`src/rtl/dsa_pkg.sv`:
```
// Package: shared helpers for the digit-serial adder.
// Assumes: counts passed in are positive.
package dsa_pkg;

    // Width of a counter that indexes n items; at least one bit.
    function automatic int idx_width(input int n);
        return (n <= 2) ? 1 : $clog2(n);
    endfunction

endpackage

```
`src/rtl/dsa_fa_cell.sv`:
```
// Module: one full-adder cell, the unit that the digit chain repeats.
// Assumes: purely combinational, single-bit operands.
module dsa_fa_cell (
    input  logic a_bit,
    input  logic b_bit,
    input  logic c_in,
    output logic s_bit,
    output logic c_out
);
    logic prop;

    // Sum and carry of one bit position.
    always_comb begin
        prop  = a_bit ^ b_bit;
        s_bit = prop ^ c_in;
        c_out = (a_bit & b_bit) | (c_in & prop);
    end
endmodule

```
`src/rtl/dsa_ripple.sv`:
```
// Module: J full-adder cells chained so a carry ripples across one digit
// inside a single cycle. Bit 0 is the least significant position.
// Assumes: DIG >= 1.
module dsa_ripple #(
    parameter int DIG = 2
) (
    input  logic [DIG-1:0] a_d,
    input  logic [DIG-1:0] b_d,
    input  logic           c_lo,
    output logic [DIG-1:0] s_d,
    output logic           c_hi
);
    logic [DIG:0] chain;

    // Carry into the lowest cell.
    assign chain[0] = c_lo;

    for (genvar i = 0; i < DIG; i++) begin : g_cell
        dsa_fa_cell u_cell (
            .a_bit (a_d[i]),
            .b_bit (b_d[i]),
            .c_in  (chain[i]),
            .s_bit (s_d[i]),
            .c_out (chain[i+1])
        );
    end

    // Carry leaving the highest cell.
    assign c_hi = chain[DIG];
endmodule

```
`src/rtl/dsa_word_track.sv`:
```
// Module: tracks which digit of the current word is being accepted and
// flags the top digit. A start strobe forces position 0.
// Assumes: NDIG >= 1; the position moves only on accepted digits.
module dsa_word_track #(
    parameter int NDIG = 2
) (
    input  logic clk,
    input  logic rst_n,
    input  logic step,
    input  logic first,
    output logic is_last
);
    import dsa_pkg::*;
    localparam int CW = idx_width(NDIG);
    localparam logic [CW-1:0] TOP = CW'(NDIG - 1);

    logic [CW-1:0] pos_q;
    logic [CW-1:0] idx;

    // Position of the digit on the inputs this cycle.
    always_comb begin
        idx     = first ? '0 : pos_q;
        is_last = (idx == TOP);
    end

    // Advance the position on each accepted digit, wrapping after the top one.
    always_ff @(posedge clk) begin
        if (!rst_n)
            pos_q <= '0;
        else if (step)
            pos_q <= is_last ? '0 : idx + CW'(1);
    end

    AST_POS_IN_RANGE: assert property (@(posedge clk) disable iff (!rst_n)
        32'(pos_q) < NDIG);

    AST_POS_HOLD_IDLE: assert property (@(posedge clk) disable iff (!rst_n)
        !step |=> $stable(pos_q));
endmodule

```
`src/rtl/dserial_add.sv`:
```
// Module: digit-serial adder, lowest digit first. Each accepted cycle adds
// one J-bit digit of each operand plus the carry kept from the previous
// digit; word_start clears that carry. Outputs a combinational digit and a
// registered digit with valid, last-digit marker and the word's carry-out.
// Assumes: W is a whole multiple of J.
module dserial_add #(
    parameter int W = 4,
    parameter int J = 2
) (
    input  logic         clk,
    input  logic         rst_n,
    input  logic         in_valid,
    input  logic         word_start,
    input  logic [J-1:0] a_dig,
    input  logic [J-1:0] b_dig,
    output logic [J-1:0] sum_dig,
    output logic [J-1:0] sum_dig_q,
    output logic         out_valid,
    output logic         word_last,
    output logic         carry_flag
);
    localparam int NDIG = W / J;

    if ((W % J) != 0 || J < 1) begin : g_bad_cfg
        $error("dserial_add: W must be a positive multiple of J");
    end

    logic carry_q;
    logic cin;
    logic ripple_cout;
    logic at_top;

    // Carry-in of bit 0: cleared at a word boundary, else the kept carry.
    assign cin = word_start ? 1'b0 : carry_q;

    dsa_ripple #(.DIG(J)) u_ripple (
        .a_d  (a_dig),
        .b_d  (b_dig),
        .c_lo (cin),
        .s_d  (sum_dig),
        .c_hi (ripple_cout)
    );

    dsa_word_track #(.NDIG(NDIG)) u_track (
        .clk     (clk),
        .rst_n   (rst_n),
        .step    (in_valid),
        .first   (word_start),
        .is_last (at_top)
    );

    // Keep the top cell's carry for the next accepted digit.
    always_ff @(posedge clk) begin
        if (!rst_n)
            carry_q <= 1'b0;
        else if (in_valid)
            carry_q <= ripple_cout;
    end

    // Register the digit with its valid, last marker and word carry-out.
    always_ff @(posedge clk) begin
        if (!rst_n) begin
            out_valid  <= 1'b0;
            word_last  <= 1'b0;
            carry_flag <= 1'b0;
            sum_dig_q  <= '0;
        end else begin
            out_valid  <= in_valid;
            word_last  <= in_valid & at_top;
            carry_flag <= in_valid & at_top & ripple_cout;
            if (in_valid)
                sum_dig_q <= sum_dig;
        end
    end

    AST_RIPPLE_ARITH: assert property (@(posedge clk) disable iff (!rst_n)
        {ripple_cout, sum_dig} == (J+1)'(a_dig) + (J+1)'(b_dig) + (J+1)'(cin));

    AST_START_ZERO: assert property (@(posedge clk) disable iff (!rst_n)
        (word_start && a_dig == '0 && b_dig == '0) |-> (sum_dig == '0));

    AST_CARRY_HOLD: assert property (@(posedge clk) disable iff (!rst_n)
        !in_valid |=> $stable(carry_q));

    AST_VALID_FOLLOWS: assert property (@(posedge clk) disable iff (!rst_n)
        in_valid |=> out_valid);

    AST_VALID_IDLE: assert property (@(posedge clk) disable iff (!rst_n)
        !in_valid |=> !out_valid);

    AST_SUM_CAPTURE: assert property (@(posedge clk) disable iff (!rst_n)
        in_valid |=> (sum_dig_q == $past(sum_dig)));

    AST_LAST_QUAL: assert property (@(posedge clk) disable iff (!rst_n)
        word_last |-> out_valid);

    AST_CARRY_QUAL: assert property (@(posedge clk) disable iff (!rst_n)
        carry_flag |-> word_last);
endmodule

```
`config.mk`:
```
export PLATFORM = sky130hd
export DESIGN_NAME = dserial_add
export DESIGN_NICKNAME = d
export VERILOG_FILES = /design/src/rtl/dsa_pkg.sv /design/src/rtl/dsa_fa_cell.sv /design/src/rtl/dsa_ripple.sv /design/src/rtl/dsa_word_track.sv /design/src/rtl/dserial_add.sv
export SDC_FILE = /design/constraint.sdc
export NUM_CORES = 1
export LEC_CHECK = 0
export ABC_AREA = 1
export BUFFER_PORTS_ARGS = -buffer_cell sky130_fd_sc_hd__buf_4
export CAP_MARGIN = 5
export CORE_AREA = 2 2 39 41
export CTS_BUF_LIST = sky130_fd_sc_hd__clkbuf_2
export DETAILED_ROUTE_END_ITERATION = 7
export DIE_AREA = 0 0 41 43
export GPL_TIMING_DRIVEN = 1
export SLEW_MARGIN = 20
export SYNTH_ARGS = -nofsm -noshare
export SYNTH_HDL_FRONTEND = slang
export SYNTH_SLANG_ARGS = --single-unit
export TNS_END_PERCENT = 100
```
`constraint.sdc`:
```
create_clock -name clk -period 2.6 [get_ports clk]
set_clock_uncertainty 0.1 [all_clocks]
set_input_delay 0 -clock clk [delete_from_list [all_inputs] [get_ports clk]]
set_output_delay 0 -clock clk [all_outputs]
set_load 0.1 [all_outputs]
```
==> run summary, run 1 <==
Period utilization = 76.46%
WL/cell = 7.486 um
Antenna viol nets, final = 0
Post-Syn Area = 326.6 um2
Antenna violations before repair = 0
Cts bufs inserted = 3
Net Sw Power = 0.1319 mW
Logic pwr share = 38.4%
Vias in the first global route = 259
Die W = 41 um
Tot Pwr = 0.3185 mW
Antenna diode count = 0
Static Leak = 0.2661 nW
Worst-Skew Late Latency = 230 ps
Reg clk slew, reported paths = 70 ps
Vias/cell = 3.797
Post-synth EDFFs = 0
Unrepaired setup endpoints after global routing = no
Largest net degree at the start of global routing = 10
Final Hold Violating Endpoints = 0
Layout cells sized above 1 = 37.93%
1st-iter DRT viols = 4
Clock root buffer master = clkbuf_2
Number of detailed-route iterations in the first pass = 4
Worst setup SP type = primary input
Cells after Synth = 39
Most frequent cell after synthesis = inv_1
Max_cap viols = 0
Post-synthesis sequential area ratio = 42.91%
Detailed placement HPWL = 433.8 um
Rel. slew slack = 81.62%
FFs w/ async S/R, synth = 0%
CTS resizes = 0
Critical path arrival = 1890 ps
Setup TNS Final = 0 ps
Library cells used by synthesis = 12
Int Power = 0.1865 mW
Main synth FF type = dfxtp_1
Routed vias = 281
Post-CTS Setup Bufs = 0
Placed Area = 425.4 um2
Crit path kind = in -> out
Reg power frac = 36.6%
CTS H-Tree Depth = 1
Top cells by count, synth = inv_1 (8), dfxtp_1 (7), nor2_1 (7)
Grt total ovfl = 0
Warnings from Yosys = 0
Clock share of power = 25.0%
Port Buf Inserts = 14
Fin area = 485.5 um2
WHS = 93.41 ps
Core outline area = 0.001384 mm2
Synthesized Nets = 49
Die ar. = 0.001763 mm2
I/O pins = 15
Worst slew pin tran = 277.9 ps
Gpl congestion = 0.7229
Max Root-Sink Buffers = 2
Type of the most critical hold path = in -> reg
Required time worst endpoint = 2500 ps
Critical Path End Type = output pin
Synth area leader = dfxtp_1
CTS Sinks = 7
Top post-synthesis cells by area = dfxtp_1 (43%), fa_1 (12%), inv_1 (9.2%), nor2_1 (8.0%), nand2_1 (6.9%)
Power Density = 656.0 mW/mm2
CTS tree = built
Max IR drop VDD = 0.2363 mV
DRC Markers = 0
Synthesis-stage register bit count = 7
Fin nets = 69
First-pass GRT wire length = 993 um
Fmax = 503.1 MHz
Row count = 14
Syn Area/Cell = 8.373 um2
Die span in y = 43 um
Initial core utilization = 23.60%
Synth-to-layout area growth = 48.66%
Synth top area share = 42.91%
Final min period = 1988 ps
Wirelength, routed = 554 um
CP Max Fanout = 3
Status = finished clean
Final setup fails = 0
Total GRT Usage = 8.669%
Slew Viols, Final = 0
Sw Ratio = 41.42%
-- stage by stage --
step,worst slack (ps),utilization [%],cells
finish,612.1,35.08,74
global route,531.4,35.08,74
floorplan,948.8,-,39
CTS,611.3,35.08,74
detailed placement,899.1,30.74,66
global placement,908.1,30.74,66
-- placed cells by master (no fill, tap or decap) --
cell type	synthesis	final
o21ai_0	2	2
dlygate4sd3_1	0	4
dfxtp_1	7	7
clkbuf_2	0	4
inv_2	1	1
fa_1	2	2
nand2_1	6	6
a21oi_2	1	1
nand4_2	1	1
buf_4	2	14
inv_1	8	8
nor2_2	1	1
nor2_1	7	7
-- layer usage --
layer	GRT usage, %	wire [um]	part of all wire (%)	vias to the layer above
met3	9.424	37	6.7	0
met1	10.75	258	47	126
li1	-	-	-	148
met4	0	0	0	0
met5	0	0	0	-
met2	10.94	258	47	7
-- worst max-delay path, cell delays in order --
cell,delay [ps]
dlygate4sd3_1,530
buf_4,120
nor2_1,50
fa_1,350
inv_1,70
fa_1,430
inv_1,70
buf_4,280
-- repair_timing --
action                     in CTS  in global routing
hold endpoints to repair        7                  0
hold buffers                    4                  0
setup endpoints to repair       0                  0
-- final timing paths --
check	to	start	cells after the start	slack, ps
setup / recovery	sum_dig[1]	word_start	8	610
hold / removal	sum_dig_q[0]	b_dig[0]	4	90
setup reg to reg	sum_dig_q[1]	carry_q	8	970
hold reg to reg	carry_q	carry_q	2	360
-- registers in the layout (all words and copies together), names as in the netlist --
name           flops
carry_flag         1
out_valid          1
sum_dig_q          2
u_track.pos_q      1
carry_q            1
word_last          1
-- logic make-up (layout without fill, tap and decap cells) --
logic type / Yosys count / after routing / share of synthesized area, %
buf+inv: 12 / 31 / 18.39
flops: 7 / 7 / 42.91
simple gates: 15 / 15 / 20.69
fa+ha+maj: 2 / 2 / 12.26
compound gates: 3 / 3 / 5.748
-- cell type report --
type | count | area [um2]
multi-input cells | 20 | 126.4
fillers | 147 | 898.4
repair buffers | 18 | 145.1
well taps | 16 | 20.02
inverters | 9 | 33.78
flip-flops and latches | 7 | 140.1
clock buffers | 4 | 20.02
-- power groups by stage --
stage               Sequential [mW]  Combinational [mW]  Clock (mW)
global route                  0.117               0.130      0.0938
finish                        0.117               0.122      0.0795
floorplan                     0.149              0.0687           0
CTS                           0.117               0.123      0.0849
global placement              0.119               0.118           0
detailed placement            0.119               0.119           0
Power figures use the tool's default switching activity.
==> run 2: changes to the inputs <==
--- a/config.mk
+++ b/config.mk
@@ -5,7 +5,7 @@
 export SDC_FILE = /design/constraint.sdc
 export NUM_CORES = 1
 export LEC_CHECK = 0
-export ABC_AREA = 1
+export ABC_AREA = 0
 export BUFFER_PORTS_ARGS = -buffer_cell sky130_fd_sc_hd__buf_4
 export CAP_MARGIN = 5
 export CORE_AREA = 2 2 39 41
==> constraint.sdc (replaced) <==
create_clock -name clk -period 1.8 [get_ports clk]
set_clock_uncertainty 0.1 [all_clocks]
set_input_delay 0 -clock clk [delete_from_list [all_inputs] [get_ports clk]]
set_output_delay 0 -clock clk [all_outputs]
set_load 0.1 [all_outputs]
==> run summary, run 2 <==
CTS Sinks = 7 (unchanged)
Synth top area share = 44.98% (+2.1 points)
Worst-Skew Late Latency = 230 ps (about the same)
Crit path kind = reg -> out
Reg clk slew, reported paths = 80 ps (about the same)
Initial core utilization = 22.51% (-1.1 points)
Rel. slew slack = 81.63% (about the same)
Library cells used by synthesis = 14 (+2)
Adder-Cell Fraction of Synth Area = 12.85% (+0.59 points)
I/O pins = 15 (unchanged)
Reg2reg end = sum_dig_q[1]
Synthesis-stage register bit count = 7 (unchanged)
Main synth FF type = dfxtp_1
Critical Path Source = carry_q
Grt total ovfl = 0 (unchanged)
Synth-to-layout area growth = 58.63%
Synth area leader = dfxtp_1
Warnings from Yosys = 0 (unchanged)
Period utilization = 103.7%
Failing checks = setup timing
Largest family of logic cells by synthesized area = simple AND/OR/NAND/NOR gates
Total GRT Usage = 7.467% (-1.2 points)
Die ar. = 0.001763 mm2 (unchanged)
Die span in y = 43 um (unchanged)
Detailed placement HPWL = 402.9 um (-7.1%)
Placed Area = 410.4 um2 (-3.5%)
Post-synthesis simple-gate area fraction = 14.46% (-6.2 points)
Largest register FFs = 2 (unchanged)
Top cells by count, synth = dfxtp_1 (7), inv_1 (5)
Fmax = 535.7 MHz
Post-synth EDFFs = 0 (unchanged)
Tot Pwr = 0.4790 mW (+50%)
Number of detailed-route iterations in the first pass = 1 (-3)
Status = finished with violations
Worst reg2reg path startpoint = carry_q
Layout cells sized above 1 = 48.98% (+11 points)
Critical Path End Type = output pin
Reg2reg path depth = 7 (-1)
Most frequent cell after synthesis = dfxtp_1
1st-iter DRT viols = 0 (-4)
Synthesized Nets = 39 (-20%)
Fin nets = 60 (-13%)
Wirelength, routed = 553 um (-0.18%)
Max IR drop VDD = 0.3832 mV (+62%)
Core outline area = 0.001384 mm2 (unchanged)
WHS = 158.2 ps (+64.82 ps)
Final Hold Violating Endpoints = 0 (unchanged)
Power Density = 969.1 mW/mm2 (+48%)
Vias/cell = 3.892 (+2.5%)
CTS tree = built
Critical path arrival = 1770 ps (-120 ps)
Die W = 41 um (unchanged)
Final core utilization = 35.71% (+0.63 points)
Cts bufs inserted = 3 (unchanged)
Fraction of synthesized cell area in xor and xnor cells = 0% (unchanged)
Worst hold path depth = 4 (unchanged)
CP Max Fanout = 2 (-1)
Gpl congestion = 0.6387 (-12%)
Most frequent cells in the layout = buf_4 (14), dfxtp_1 (6), clkbuf_2 (4), dlygate4sd3_1 (4), inv_1 (3)
First-pass GRT wire length = 855 um (-14%)
Antenna diode count = 0 (unchanged)
Worst setup SP type = flop
Reg with most FFs = sum_dig_q
Slew Viols, Final = 0 (unchanged)
Post-Syn Area = 311.5 um2 (-4.6%)
Required time worst endpoint = 1700 ps (-800 ps)
Clock root buffer master = clkbuf_2
Antenna violations before repair = 0 (unchanged)
Worst slew pin tran = 277.9 ps (-0.009894 ps)
DRC Markers = 0 (unchanged)
Port Buf Inserts = 14 (unchanged)
Fin area = 494.2 um2 (+1.8%)
Unrepaired setup endpoints after global routing = yes
Dpl ws = 79.94 ps (-819.2 ps)
Type of the most critical hold path = in -> reg
Complex-gate fraction of the synthesized area = 10.04% (+4.3 points)
Max Root-Sink Buffers = 2 (unchanged)
Vias in the first global route = 217 (-16%)
Max_cap viols = 0 (unchanged)
FFs w/ async S/R, synth = 0% (unchanged)
Syn Area/Cell = 10.74 um2 (+28%)
Top post-synthesis cells by area = dfxtp_1 (45%), fa_1 (13%), o211a_1 (6.4%), inv_1 (6.0%), buf_4 (4.8%)
Antenna viol nets, final = 0 (unchanged)
Static Leak = 0.2623 nW (-1.4%)
Final worst slack = -66.75 ps (-678.9 ps)
Row count = 14 (unchanged)
Final setup fails = 1 (+1)
Largest net degree at the start of global routing = 10 (unchanged)
Worst Min Path Start = b_dig[0]
Routed vias = 253 (-10%)
WL/cell = 8.508 um (+14%)
Commonest non-fill, non-tap cell in the layout = buf_4
Post-synthesis sequential area ratio = 44.98% (+2.1 points)
Cells after Synth = 29 (-26%)
Mux share of post-synthesis cell area = 3.213% (+3.2 points)
CTS H-Tree Depth = 1 (unchanged)
Hold endpoint = sum_dig_q[0]
Reg2Reg Setup Slack = 40 ps (-930 ps)
Final min period = 1867 ps
run 2: worst max path at each step:
stage                     slack, ps  depth (start not counted)         end
final                           -70                          6  sum_dig[1]
after global routing           -130                          6  sum_dig[1]
after CTS                       -90                          6  sum_dig[1]
after detailed placement         80                          6  sum_dig[1]
after global placement           90                          6  sum_dig[1]
after floorplan                 130                          6  sum_dig[1]
run 2: layout make-up:
type	count	area, um2
tap	16	20.02
clock buffer	4	20.02
inverter	5	18.77
fill	154	889.6
timing repair buffer	19	165.2
multi-input combinational	14	128.9
sequential	7	141.4
run 2: timing repair:
item	CTS	global route
resized for setup	7	0
pin swaps	1	1
endpoints found under the setup margin	1	1
hold endpoints to repair	6	0
buffers inserted	0	1
gates cloned	0	0
hold buffers	4	0
run 2: cell families after synthesis:
kind of cell | count (synthesis)
AND/OR/NAND/NOR | 7
adder cells (fa/ha/maj) | 2
multiplexers | 1
flip-flops | 7
buffers and inverters | 8
AO/OA/AOI/OAI | 4
run 2: worst max-delay path, stage by stage (launching register included):
cell and delay, ps:
dfxtp_2 320, nor2b_1 130, fa_2 330, inv_2 60
fa_1 440, inv_2 90, buf_12 170
run 2: power breakdown:
| group | internal [mW] | switching (mW) | total, mW |
|---|---|---|---|
| combinational | 0.0644 | 0.129 | 0.194 |
| sequential | 0.165 | 0.00449 | 0.169 |
| clock | 0.0591 | 0.0569 | 0.116 |
run 2: metrics by stage:
| step | TNS (ps) | instances |
|---|---|---|
| CTS | -94.01 | 64 |
| detailed placement | 0 | 56 |
| global placement | 0 | 56 |
| finish | -66.75 | 65 |
| global route | -142.2 | 65 |
| floorplan | 0 | 29 |
run 2: layer usage:
layer	wire [um]	vias up	track usage (%)
li1	-	130	-
met1	243	115	9.150
met2	261	8	9.688
met3	47	0	4.712
met4	0	0	4.000
met5	0	-	0
==> run 3: changes to the inputs <==
--- a/config.mk
+++ b/config.mk
@@ -5,7 +5,7 @@
 export SDC_FILE = /design/constraint.sdc
 export NUM_CORES = 1
 export LEC_CHECK = 0
-export ABC_AREA = 0
+export ABC_AREA = 1
 export BUFFER_PORTS_ARGS = -buffer_cell sky130_fd_sc_hd__buf_4
 export CAP_MARGIN = 5
 export CORE_AREA = 2 2 39 41
==> run summary, run 3 (synthesized netlist as in run 1, its figures left out) <==
Total GRT Usage = 9.082% (+1.6 points)
Worst setup SP type = flop
Core outline area = 0.001384 mm2 (unchanged)
Die W = 41 um (unchanged)
Gpl congestion = 0.7487 (+17%)
Max Root-Sink Buffers = 2 (unchanged)
Die span in y = 43 um (unchanged)
Synth-to-layout area growth = 56.71%
Static Leak = 0.2725 nW (+3.9%)
Placed Area = 425.4 um2 (+3.7%)
Required time worst endpoint = 1700 ps (about the same)
Fillers = 146 (-5.2%)
Wirelength, routed = 585 um (+5.8%)
Vias/cell = 4.000 (+2.8%)
Placed cells = 66 (+18%)
CTS tree = built
Failing checks = setup timing
Fin area = 511.7 um2 (+3.5%)
WHS = 116.2 ps (-42.03 ps)
Fmax = 554.7 MHz (+3.5%)
Max IR drop VDD = 0.3634 mV (-5.2%)
Tot Pwr = 0.4813 mW (+0.50%)
Reg clk slew, reported paths = 70 ps (about the same)
Critical Path End Type = output pin
Vias in the first global route = 275 (+27%)
WL/cell = 7.800 um (-8.3%)
Cts bufs inserted = 3 (unchanged)
DRC Markers = 0 (unchanged)
Crit path kind = reg -> out
I/O pins = 15 (unchanged)
Power Density = 940.6 mW/mm2 (-2.9%)
CTS H-Tree Depth = 1 (unchanged)
Critical path arrival = 1700 ps (-70 ps)
Unrepaired setup endpoints after global routing = yes
Period utilization = 100.2% (-3.6 points)
Fin nets = 70 (+17%)
Largest register FFs = 2 (unchanged)
Die ar. = 0.001763 mm2 (unchanged)
Initial core utilization = 23.60% (+1.1 points)
Rel. slew slack = 81.65% (about the same)
First-pass GRT wire length = 993 um (+16%)
Finished Layout Cells = 75 (+15%)
Final min period = 1803 ps (-63.92 ps)
Final Hold Violating Endpoints = 0 (unchanged)
Number of detailed-route iterations in the first pass = 2 (+1)
Port Buf Inserts = 14 (unchanged)
Largest net degree at the start of global routing = 10 (unchanged)
Status = finished with violations
Reg with most FFs = sum_dig_q
Row count = 14 (unchanged)
Most frequent cells in the layout = buf_4 (14), nand2_1 (6), nor2_1 (6), dfxtp_1 (6), inv_1 (5)
Antenna diode count = 0 (unchanged)
Worst-Skew Late Latency = 220 ps (about the same)
Final worst slack = -2.831 ps (+63.92 ps)
Dpl ws = 107.8 ps (+27.85 ps)
Layout cells sized above 1 = 49.15% (+0.17 points)
CTS Sinks = 7 (unchanged)
Worst slew pin tran = 277.5 ps (-0.3601 ps)
Final setup fails = 1 (unchanged)
Antenna viol nets, final = 0 (unchanged)
Commonest non-fill, non-tap cell in the layout = buf_4
Clock root buffer master = clkbuf_2
Detailed placement HPWL = 444.9 um (+10%)
Type of the most critical hold path = in -> reg
CP Max Fanout = 2 (unchanged)
Grt total ovfl = 0 (unchanged)
Antenna violations before repair = 0 (unchanged)
Slew Viols, Final = 0 (unchanged)
Routed vias = 300 (+19%)
Max_cap viols = 0 (unchanged)
1st-iter DRT viols = 1 (+1)
[run 3: changes by cell type in the layout (fill, tap and decap cells not counted), sizes merged]
cell,change
a21oi,+1
a31oi,-1
and2,-1
and2b,-1
and4b,-1
inv,+4
mux2i,-1
nand2,+4
nand4,+1
nor2,+8
nor2b,-2
o211a,-2
o21ai,+1
[run 3: layer usage]
| layer | global-route usage [%] | share of wire (%) |
|---|---|---|
| met2 | 11.88 | 51 |
| met1 | 9.150 | 38 |
| met4 | 4.000 | 0 |
| met5 | 0 | 0 |
| met3 | 9.424 | 11 |
[run 3: final timing paths]
kind                                from           end  slack, ps  cells after the start
worst max register to register   carry_q  sum_dig_q[1]        100                      9
worst min-delay path            b_dig[0]  sum_dig_q[0]        120                      4
worst max-delay path             carry_q    sum_dig[1]         -3                      7
worst min register to register   carry_q       carry_q        360                      2
[run 3: through the flow]
step,setup TNS (ps),util [%]
after floorplan,0,-
after global placement,0,30.74
after detailed placement,0,30.74
after CTS,-39.23,36.44
after global routing,-97.00,36.98
final,-2.831,36.98
[run 3: area by class of cell]
cell class	instances	area, um2	area share [%]
Timing Repair Buffer	19	165.2	32.27
Sequential cell	7	141.4	27.63
Multi-Input combinational cell	20	131.4	25.67
Inverter	9	33.78	6.601
Clock buffer	4	20.02	3.912
Tap cell	16	20.02	3.912
[run 3: worst max-delay path, stage by stage, from the launching register on]
cell,delay (ps)
dfxtp_2,320
inv_2,60
nor2_2,40
fa_2,320
inv_2,60
fa_1,430
inv_2,90
buf_12,170
[run 3: where the power goes]
part	switching (mW)	leakage (nW)	internal (mW)
logic	0.136	0.198	0.0627
clock network	0.0545	0.0166	0.0590
registers	0.00447	0.0581	0.165
[run 3: repair_timing]
| action | in CTS | in global routing |
|---|---|---|
| gates resized for setup | 9 | 0 |
| endpoints found under the setup margin | 1 | 1 |
| pin swaps | 1 | 1 |
| buffers inserted | 0 | 1 |
| hold buffers | 4 | 0 |
| cloned | 0 | 0 |
| endpoints found under the hold margin | 7 | 0 |
